### config.mk
export PLATFORM = sky130hd
export DESIGN_NAME = mdrop_addr_filter
export DESIGN_NICKNAME = d
export VERILOG_FILES = /design/src/rtl/mdrop_pkg.sv /design/src/rtl/mdrop_gpio_sync.sv /design/src/rtl/mdrop_addr_cmp.sv /design/src/rtl/mdrop_irq_flags.sv /design/src/rtl/mdrop_addr_filter.sv
export SDC_FILE = /design/constraint.sdc
export NUM_CORES = 1
export LEC_CHECK = 0
export BUFFER_PORTS_ARGS = -buffer_cell sky130_fd_sc_hd__clkbuf_2
export CORE_MARGIN = 5
export CORE_UTILIZATION = 39
export CTS_BUF_LIST = sky130_fd_sc_hd__clkbuf_8
export CTS_CLUSTER_DIAMETER = 120
export CTS_CLUSTER_SIZE = 14
export DETAILED_ROUTE_END_ITERATION = 16
export GPL_ROUTABILITY_DRIVEN = 0
export GPL_TIMING_DRIVEN = 0
export HOLD_SLACK_MARGIN = 0.03
export PLACE_DENSITY_LB_ADDON = 0.3
export SETUP_SLACK_MARGIN = 0.1
export SYNTH_ARGS = -nofsm -noshare
export SYNTH_HDL_FRONTEND = slang
export SYNTH_SLANG_ARGS = --single-unit
### constraint.sdc
create_clock -name clk -period 1.1 [get_ports clk]
set_input_delay 0.22 -clock clk [delete_from_list [all_inputs] [get_ports clk]]
set_output_delay 0.22 -clock clk [all_outputs]
set_load 0.1 [all_outputs]
### src/rtl/mdrop_pkg.sv
package mdrop_pkg;
  localparam int unsigned DATA_W_DEF = 8;
  localparam int unsigned GPIO_W_DEF = 4;
  localparam int unsigned SYNC_DEF   = 2;
endpackage

### src/rtl/mdrop_gpio_sync.sv
module mdrop_gpio_sync #(
  parameter int unsigned WIDTH  = 4,
  parameter int unsigned STAGES = 2
) (
  input  logic             clk,
  input  logic             rst,
  input  logic [WIDTH-1:0] async_in,
  output logic [WIDTH-1:0] sync_out
);
  logic [WIDTH-1:0] chain [STAGES];

  always_ff @(posedge clk) begin
    if (rst) begin
      for (int i = 0; i < int'(STAGES); i++) chain[i] <= '0;
    end else begin
      chain[0] <= async_in;
      for (int i = 1; i < int'(STAGES); i++) chain[i] <= chain[i-1];
    end
  end

  assign sync_out = chain[STAGES-1];
endmodule

### src/rtl/mdrop_addr_cmp.sv
module mdrop_addr_cmp #(
  parameter int unsigned ADDR_W = 8,
  parameter int unsigned GPIO_W = 4
) (
  input  logic              use_gpio,
  input  logic [ADDR_W-1:0] reg_addr,
  input  logic [GPIO_W-1:0] gpio_bits,
  input  logic [ADDR_W-1:0] rx_addr,
  output logic              hit
);
  logic [ADDR_W-1:0] station;

  generate
    if (GPIO_W < ADDR_W) begin : g_mix
      always_comb station = use_gpio ? {reg_addr[ADDR_W-1:GPIO_W], gpio_bits} : reg_addr;
    end else begin : g_full
      always_comb station = use_gpio ? gpio_bits[ADDR_W-1:0] : reg_addr;
    end
  endgenerate

  assign hit = (station == rx_addr);
endmodule

### src/rtl/mdrop_irq_flags.sv
module mdrop_irq_flags #(
  parameter int unsigned N = 2
) (
  input  logic         clk,
  input  logic         rst,
  input  logic [N-1:0] set_evt,
  input  logic         clr,
  output logic [N-1:0] flags
);
  generate
    for (genvar g = 0; g < int'(N); g++) begin : g_flag
      always_ff @(posedge clk) begin
        if (rst)             flags[g] <= 1'b0;
        else if (set_evt[g]) flags[g] <= 1'b1;
        else if (clr)        flags[g] <= 1'b0;
      end
    end
  endgenerate
endmodule

### src/rtl/mdrop_addr_filter.sv
module mdrop_addr_filter #(
  parameter int unsigned DATA_W = mdrop_pkg::DATA_W_DEF,
  parameter int unsigned GPIO_W = mdrop_pkg::GPIO_W_DEF,
  parameter int unsigned SYNC_N = mdrop_pkg::SYNC_DEF
) (
  input  logic              clk,
  input  logic              rst,
  input  logic              cfg_multidrop_en,
  input  logic              cfg_filter_en,
  input  logic              cfg_gpio_addr_en,
  input  logic [DATA_W-1:0] cfg_station_addr,
  input  logic [GPIO_W-1:0] gpio_in,
  input  logic              rx_valid,
  input  logic              rx_bit9,
  input  logic [DATA_W-1:0] rx_data,
  input  logic              rx_par_err,
  input  logic              irq_clr,
  output logic              fifo_wr,
  output logic [DATA_W:0]   fifo_wdata,
  output logic              par_err,
  output logic              irq_addr,
  output logic              irq_match
);
  localparam int unsigned FLAG_N = 2;

  logic [GPIO_W-1:0] gpio_s;
  logic              hit;
  logic              filt_on;
  logic              addr_word;
  logic              gate_open;
  logic [FLAG_N-1:0] flag_set;
  logic [FLAG_N-1:0] flag_q;

  mdrop_gpio_sync #(.WIDTH(GPIO_W), .STAGES(SYNC_N)) u_sync (
    .clk(clk), .rst(rst), .async_in(gpio_in), .sync_out(gpio_s)
  );

  mdrop_addr_cmp #(.ADDR_W(DATA_W), .GPIO_W(GPIO_W)) u_cmp (
    .use_gpio(cfg_gpio_addr_en), .reg_addr(cfg_station_addr),
    .gpio_bits(gpio_s), .rx_addr(rx_data), .hit(hit)
  );

  assign filt_on   = cfg_multidrop_en & cfg_filter_en;
  assign addr_word = rx_valid & cfg_multidrop_en & rx_bit9;
  assign flag_set  = {addr_word & filt_on & hit, addr_word};

  mdrop_irq_flags #(.N(FLAG_N)) u_flags (
    .clk(clk), .rst(rst), .set_evt(flag_set), .clr(irq_clr), .flags(flag_q)
  );

  assign irq_addr  = flag_q[0];
  assign irq_match = flag_q[1];

  always_ff @(posedge clk) begin
    if (rst) begin
      fifo_wr    <= 1'b0;
      fifo_wdata <= '0;
      par_err    <= 1'b0;
      gate_open  <= 1'b0;
    end else begin
      fifo_wr    <= rx_valid & (~filt_on | (~rx_bit9 & gate_open));
      fifo_wdata <= {rx_bit9, rx_data};
      par_err    <= rx_valid & rx_par_err & ~cfg_multidrop_en;
      if (!filt_on)       gate_open <= 1'b0;
      else if (addr_word) gate_open <= hit;
    end
  end
endmodule

==> results of run 1 <==
-- sequential cells by signal, indices dropped and copies added, names as in the netlist --
signal         cells
fifo_wdata         9
fifo_wr            1
gate_open          1
par_err            1
u_flags.flags      2
u_sync.chain       8
-- power groups by stage --
stage               clock [uW]  sequential [uW]  combinational (uW)
floorplan                    0             1020                87.9
CTS                        570              853                 428
global placement             0              861                 338
global route               627              859                 452
finish                     573              855                 434
detailed placement           0              862                 343
-- metal layers --
layer	track usage (%)	share of wire [%]	routed length, um
met5	0	0	0
met4	9.312	2.0	43
met2	29.33	58	1253
met3	3.753	6.3	137
met1	16.07	34	733
-- critical path: stages, from the launching register on --
cell and delay, ps:
dfxtp_1 300, mux2i_1 160, xor2_1 270, nand4_1 150, o22ai_1 130
-- stage by stage --
stage	std cells	util [%]	cell area [um2]	TNS, ps
floorplan	73	-	807.0	0
global placement	140	53.61	1041	-17.61
detailed placement	140	53.61	1041	-23.90
CTS	145	70.23	1364	0
global route	146	70.62	1371	-48.90
finish	146	70.62	1371	0
-- final timing paths --
check / from / end / slack [ps] / depth (start not counted)
min: gpio_in[1] / u_sync.chain[0][1] / 160 / 2
min reg2reg: u_sync.chain[0][3] / u_sync.chain[0][7] / 450 / 1
max: u_sync.chain[0][6] / gate_open / 9 / 4
max reg2reg: u_sync.chain[0][6] / gate_open / 9 / 4
-- cells in the mapped netlist (all sizes together) (2+ instances only) --
master	number	area, um2
nor2	3	11.26
nor2b	17	106.4
mux2i	4	40.04
a21oi	2	10.01
nand3	2	10.01
xor2	8	70.07
nand2	2	7.510
nand4	2	12.51
nand2b	2	12.51
clkbuf	2	7.510
dfxtp	22	440.4
-- repair_timing --
item	in CTS	in global routing
pin swaps	2	2
gates resized for setup	39	0
endpoints found under the setup margin	15	15
setup buffers	1	1
-- layout make-up --
cell class | instances | area (um2) | share of cell area (%)
buffer | 3 | 18.77 | 1.369
clock buffer | 4 | 55.05 | 4.015
inverter | 1 | 3.754 | 0.2737
multi-input combinational | 47 | 327.8 | 23.90
sequential | 22 | 456.7 | 33.30
tap | 27 | 33.78 | 2.463
timing repair buffer | 42 | 475.5 | 34.67
-- logic make-up (layout without fill, tap and decap cells) --
logic type             count (synthesis)  in the layout  share of synthesized area, %
XOR/XNOR                               8              8                         8.861
multiplexers                           4              4                         5.063
buffers and inverters                  4             50                         2.848
AO/OA/AOI/OAI                          4              4                         2.690
AND/OR/NAND/NOR                       31             31                         24.84
flip-flops                            22             22                         55.70
-- cells in the final DEF, fill, tap and decap left out --
master	netlist	final
clkbuf_2	0	27
nor2b_1	17	17
dfxtp_2	0	13
clkbuf_16	0	13
dfxtp_1	22	9
xor2_1	8	8
mux2i_1	4	4
clkbuf_8	0	4
nor2_1	3	3
nand3_1	2	2
nand2b_1	2	2
clkbuf_1	2	2
a21oi_1	2	2
nand2_1	2	2
nand4_1	2	2
buf_4	0	2
inv_1	1	1
nor3b_1	1	1
nand3b_1	1	1
buf_6	1	1
nor4_4	1	1
o22ai_1	1	1
o21ai_1	1	1
==> flow_metrics.tcl, run 1 <==
set metrics [dict create \
    powerDensity_nw_per_um2 1358 \
    avgRoutedWirePerCell_um 14.84 \
    fillers 138 \
    dieArea_um2 3028 \
    slew_viol_final 0 \
    synth_edf_count 0 \
    num_rows 16 \
    critical_path_class "reg2reg" \
    crit_path_max_fanout 2 \
    period_needed_ps 1091 \
    skew_ps 1.586 \
    clock_latency_ps 260 \
    drt-total-wl_mm 2.167 \
    relSlewSlack_pct 68.52 \
    rsz0062_at_grt "true" \
    outcome "finished clean" \
    hp-class "in2reg" \
    cts_tree "done" \
    grt_usage_pct 15.90 \
    overflow 0 \
    peakVddDrop_mv 0.7436 \
    cp.arrival_ps 1280 \
    grt_pass1_wl_mm 3.298 \
    finalSetupViolCount 0 \
    synthCells 73 \
    ys_seq_area_share_pct 55.70 \
    clockBufferDepth 2 \
    cts_made_buffers 3 \
    floorplan.initialDensity_pct 40.72 \
    drtIter0Drc 8 \
    p_sw_share_pct 28.34 \
    ys_ff_latch 22 \
    critPathRequiredTime_ps 1290 \
    clock-root-buffer "clkbuf_8" \
    fin_nets 149 \
    whs_ps 164.9 \
    finalCritPeriodShare_pct 99.17 \
    maxCapViolCount 0 \
    antenna_cells 0 \
    yosysUniqueCellTypes 18 \
    postRouteAntennaNets 0 \
    synth_nets 102 \
    syn_area_per_cell_um2 10.83 \
    viasPerCell 4.781 \
    ys.flop_type "dfxtp_1" \
    layout-drive-gt1-share_pct 51.26 \
    async_flop_share_pct 0 \
    dp_slack_ps -17.36 \
    p_int_uw 1334 \
    cp-start-kind "flop" \
    drtPass1Iterations 4 \
    leakagePower_uw 0.0006126 \
    die_w_um 55.03 \
    post-route-drc-count 0 \
    tightest_slew_ps 472.1 \
    fmax_mhz 916.7 \
    cp-end-kind "flop" \
    die_h_um 55.03 \
    portBuffers 40 \
    cts.clk_slew.worst_paths_ps 80 \
    vias 698 \
    antenna_found_initial 0 \
    core-area_um2 1942 \
    cts_htree_levels 1 \
    switchingPower_uw 527.7 \
    ys_warn_count 0 \
    clkSinkCount 22 \
    first_global_vias 725 \
    dp_hpwl_mm 1.292 \
    grt_start_max_net_pins 13 \
    timing.final.ws_setup_ps 9.096 \
    combPwrFrac_pct 23.3 \
    ios 42 \
    ctsHoldBuffers 0 \
    finalPower_uw 1862 \
    share_seq_of_total_power_pct 45.9 \
    syn_area_um2 790.8 \
    power.share.clock_pct 30.8 \
    area_growth_pct 73.42 \
    hold_viol_final 0 \
]
Note: power is estimated with default switching activity, not from simulation.
==> inputs of run 2 (changes only) <==
==> constraint.sdc (replaced) <==
create_clock -name clk -period 1.4 [get_ports clk]
set_input_delay 0.28 -clock clk [delete_from_list [all_inputs] [get_ports clk]]
set_output_delay 0.28 -clock clk [all_outputs]
set_load 0.1 [all_outputs]
==> flow_metrics.tcl, run 2 (synthesis results as in run 1) <==
set metrics [dict create \
    fin_nets 147 \
    postRouteAntennaNets 0 \
    cp-start-kind "flop" \
    dp_hpwl_mm 1.327 \
    peakVddDrop_mv 0.7328 \
    first_global_vias 593 \
    drtIter0Drc 6 \
    switchingPower_uw 382.5 \
    floorplan.initialDensity_pct 40.72 \
    critPathMaxStageDelay_ps 410 \
    finalSetupViolCount 0 \
    powerDensity_nw_per_um2 1243 \
    rsz0062_at_grt "false" \
    cts.clk_slew.worst_paths_ps 70 \
    period_needed_ps 1253 \
    drt-total-wl_mm 1.579 \
    maxCapViolCount 0 \
    mostFrequentLayoutCells "clkbuf_2 (27), dfxtp_1 (22), nor2b_1 (17)" \
    final_common_cell "clkbuf_2" \
    die_w_um 55.03 \
    crit_path_max_fanout 1 \
    cp-end-kind "output port" \
    tns_ps 0 \
    largest_register "fifo_wdata" \
    fmax_mhz 797.9 \
    overflow 0 \
    relSlewSlack_pct 67.69 \
    p_int_uw 984.1 \
    layout-drive-gt1-share_pct 39.32 \
    power.share.clock_pct 31.9 \
    avgRoutedWirePerCell_um 10.97 \
    grt_pass1_wl_mm 2.373 \
    cts-resized-gates 8 \
    cp.arrival_ps 970 \
    dieArea_um2 3028 \
    ctsHoldBuffers 0 \
    critPathSlowestCell "buf_2" \
    share_seq_of_total_power_pct 48.2 \
    core-area_um2 1942 \
    top_regs "fifo_wdata x9, u_sync.chain x8, u_flags.flags x2" \
    die_h_um 55.03 \
    grt_start_max_net_pins 13 \
    path_delay_family "buffers and inverters" \
    outcome "finished clean" \
    largest_reg_flops 9 \
    clock-root-buffer "clkbuf_8" \
    finalCritPeriodShare_pct 89.52 \
    clkSinkCount 22 \
    hp-class "in2reg" \
    antenna_found_initial 0 \
    num_rows 16 \
    worstPathCellList "buf_2" \
    antenna_cells 0 \
    critical_path_class "reg2out" \
    skew_ps 2.703 \
    slew_viol_final 0 \
    design_area_um2 1100 \
    vias 611 \
    viasPerCell 4.243 \
    portBuffers 40 \
    placed_cell_area_um2 1025 \
    hold_viol_final 0 \
    cts_tree "done" \
    critPathRequiredTime_ps 1120 \
    leakagePower_uw 0.0005149 \
    grt_usage_pct 11.37 \
    p_sw_share_pct 27.99 \
    clockBufferDepth 2 \
    combPwrFrac_pct 19.9 \
    final_util_pct 56.64 \
    ios 42 \
    clock_latency_ps 250 \
    finalPower_uw 1367 \
    tightest_slew_ps 488.0 \
    path_buf_inv 1 \
    cts_made_buffers 3 \
    cts_htree_levels 1 \
    drtPass1Iterations 4 \
    area_growth_pct 39.08 \
    cts_setup_buffers 0 \
    post-route-drc-count 0 \
]
==> run 2: cell types whose count changed in the layout (fill, tap and decap cells not counted) <==
cell       previous run  this run
buf_2                 0         5
dfxtp_2              13         0
dfxtp_1               9        22
buf_4                 2         0
clkbuf_16            13         0
clkbuf_4              0         8
==> run 2: layout make-up <==
cell class,count,area (um2)
Fill cell,180,842.1
Sequential cell,22,440.4
Multi-Input combinational cell,47,327.8
Timing Repair Buffer,40,220.2
Clock buffer,4,55.05
Tap cell,27,33.78
Buffer,3,18.77
Inverter,1,3.754
==> run 2: power by group through the flow <==
| stage | Combinational (uW) | Clock, uW | Sequential (uW) |
|---|---|---|---|
| after floorplan | 69.1 | 0 | 799 |
| after global placement | 265 | 0 | 673 |
| after detailed placement | 269 | 0 | 674 |
| after CTS | 275 | 451 | 659 |
| after global routing | 290 | 482 | 662 |
| final | 272 | 436 | 659 |
==> run 2: worst paths after layout <==
kind         slack, ps  cells past startpoint          startpoint            endpoint
max reg2reg        340                      4  u_sync.chain[0][7]    u_flags.flags[1]
min                230                      2          gpio_in[2]  u_sync.chain[0][2]
min reg2reg        440                      1  u_sync.chain[0][3]  u_sync.chain[0][7]
max                150                      1             fifo_wr             fifo_wr
==> run 2: routing by layer <==
metal / GRT usage, % / vias up / wire length, um
met4: 3.644 / 0 / 7
met5: 0 / - / 0
met1: 12.15 / 261 / 624
met3: 4.558 / 2 / 143
li1: - / 325 / -
met2: 20.28 / 23 / 803
==> run 2: metrics by stage <==
| step | instances | setup slack, ps | hold WS [ps] |
|---|---|---|---|
| after floorplan | 73 | 154.6 | 355.8 |
| after global placement | 140 | 236.5 | 418.7 |
| after detailed placement | 140 | 188.9 | 428.8 |
| after CTS | 144 | 100.2 | 226.5 |
| after global routing | 144 | 102.3 | 213.4 |
| final | 144 | 146.7 | 231.2 |
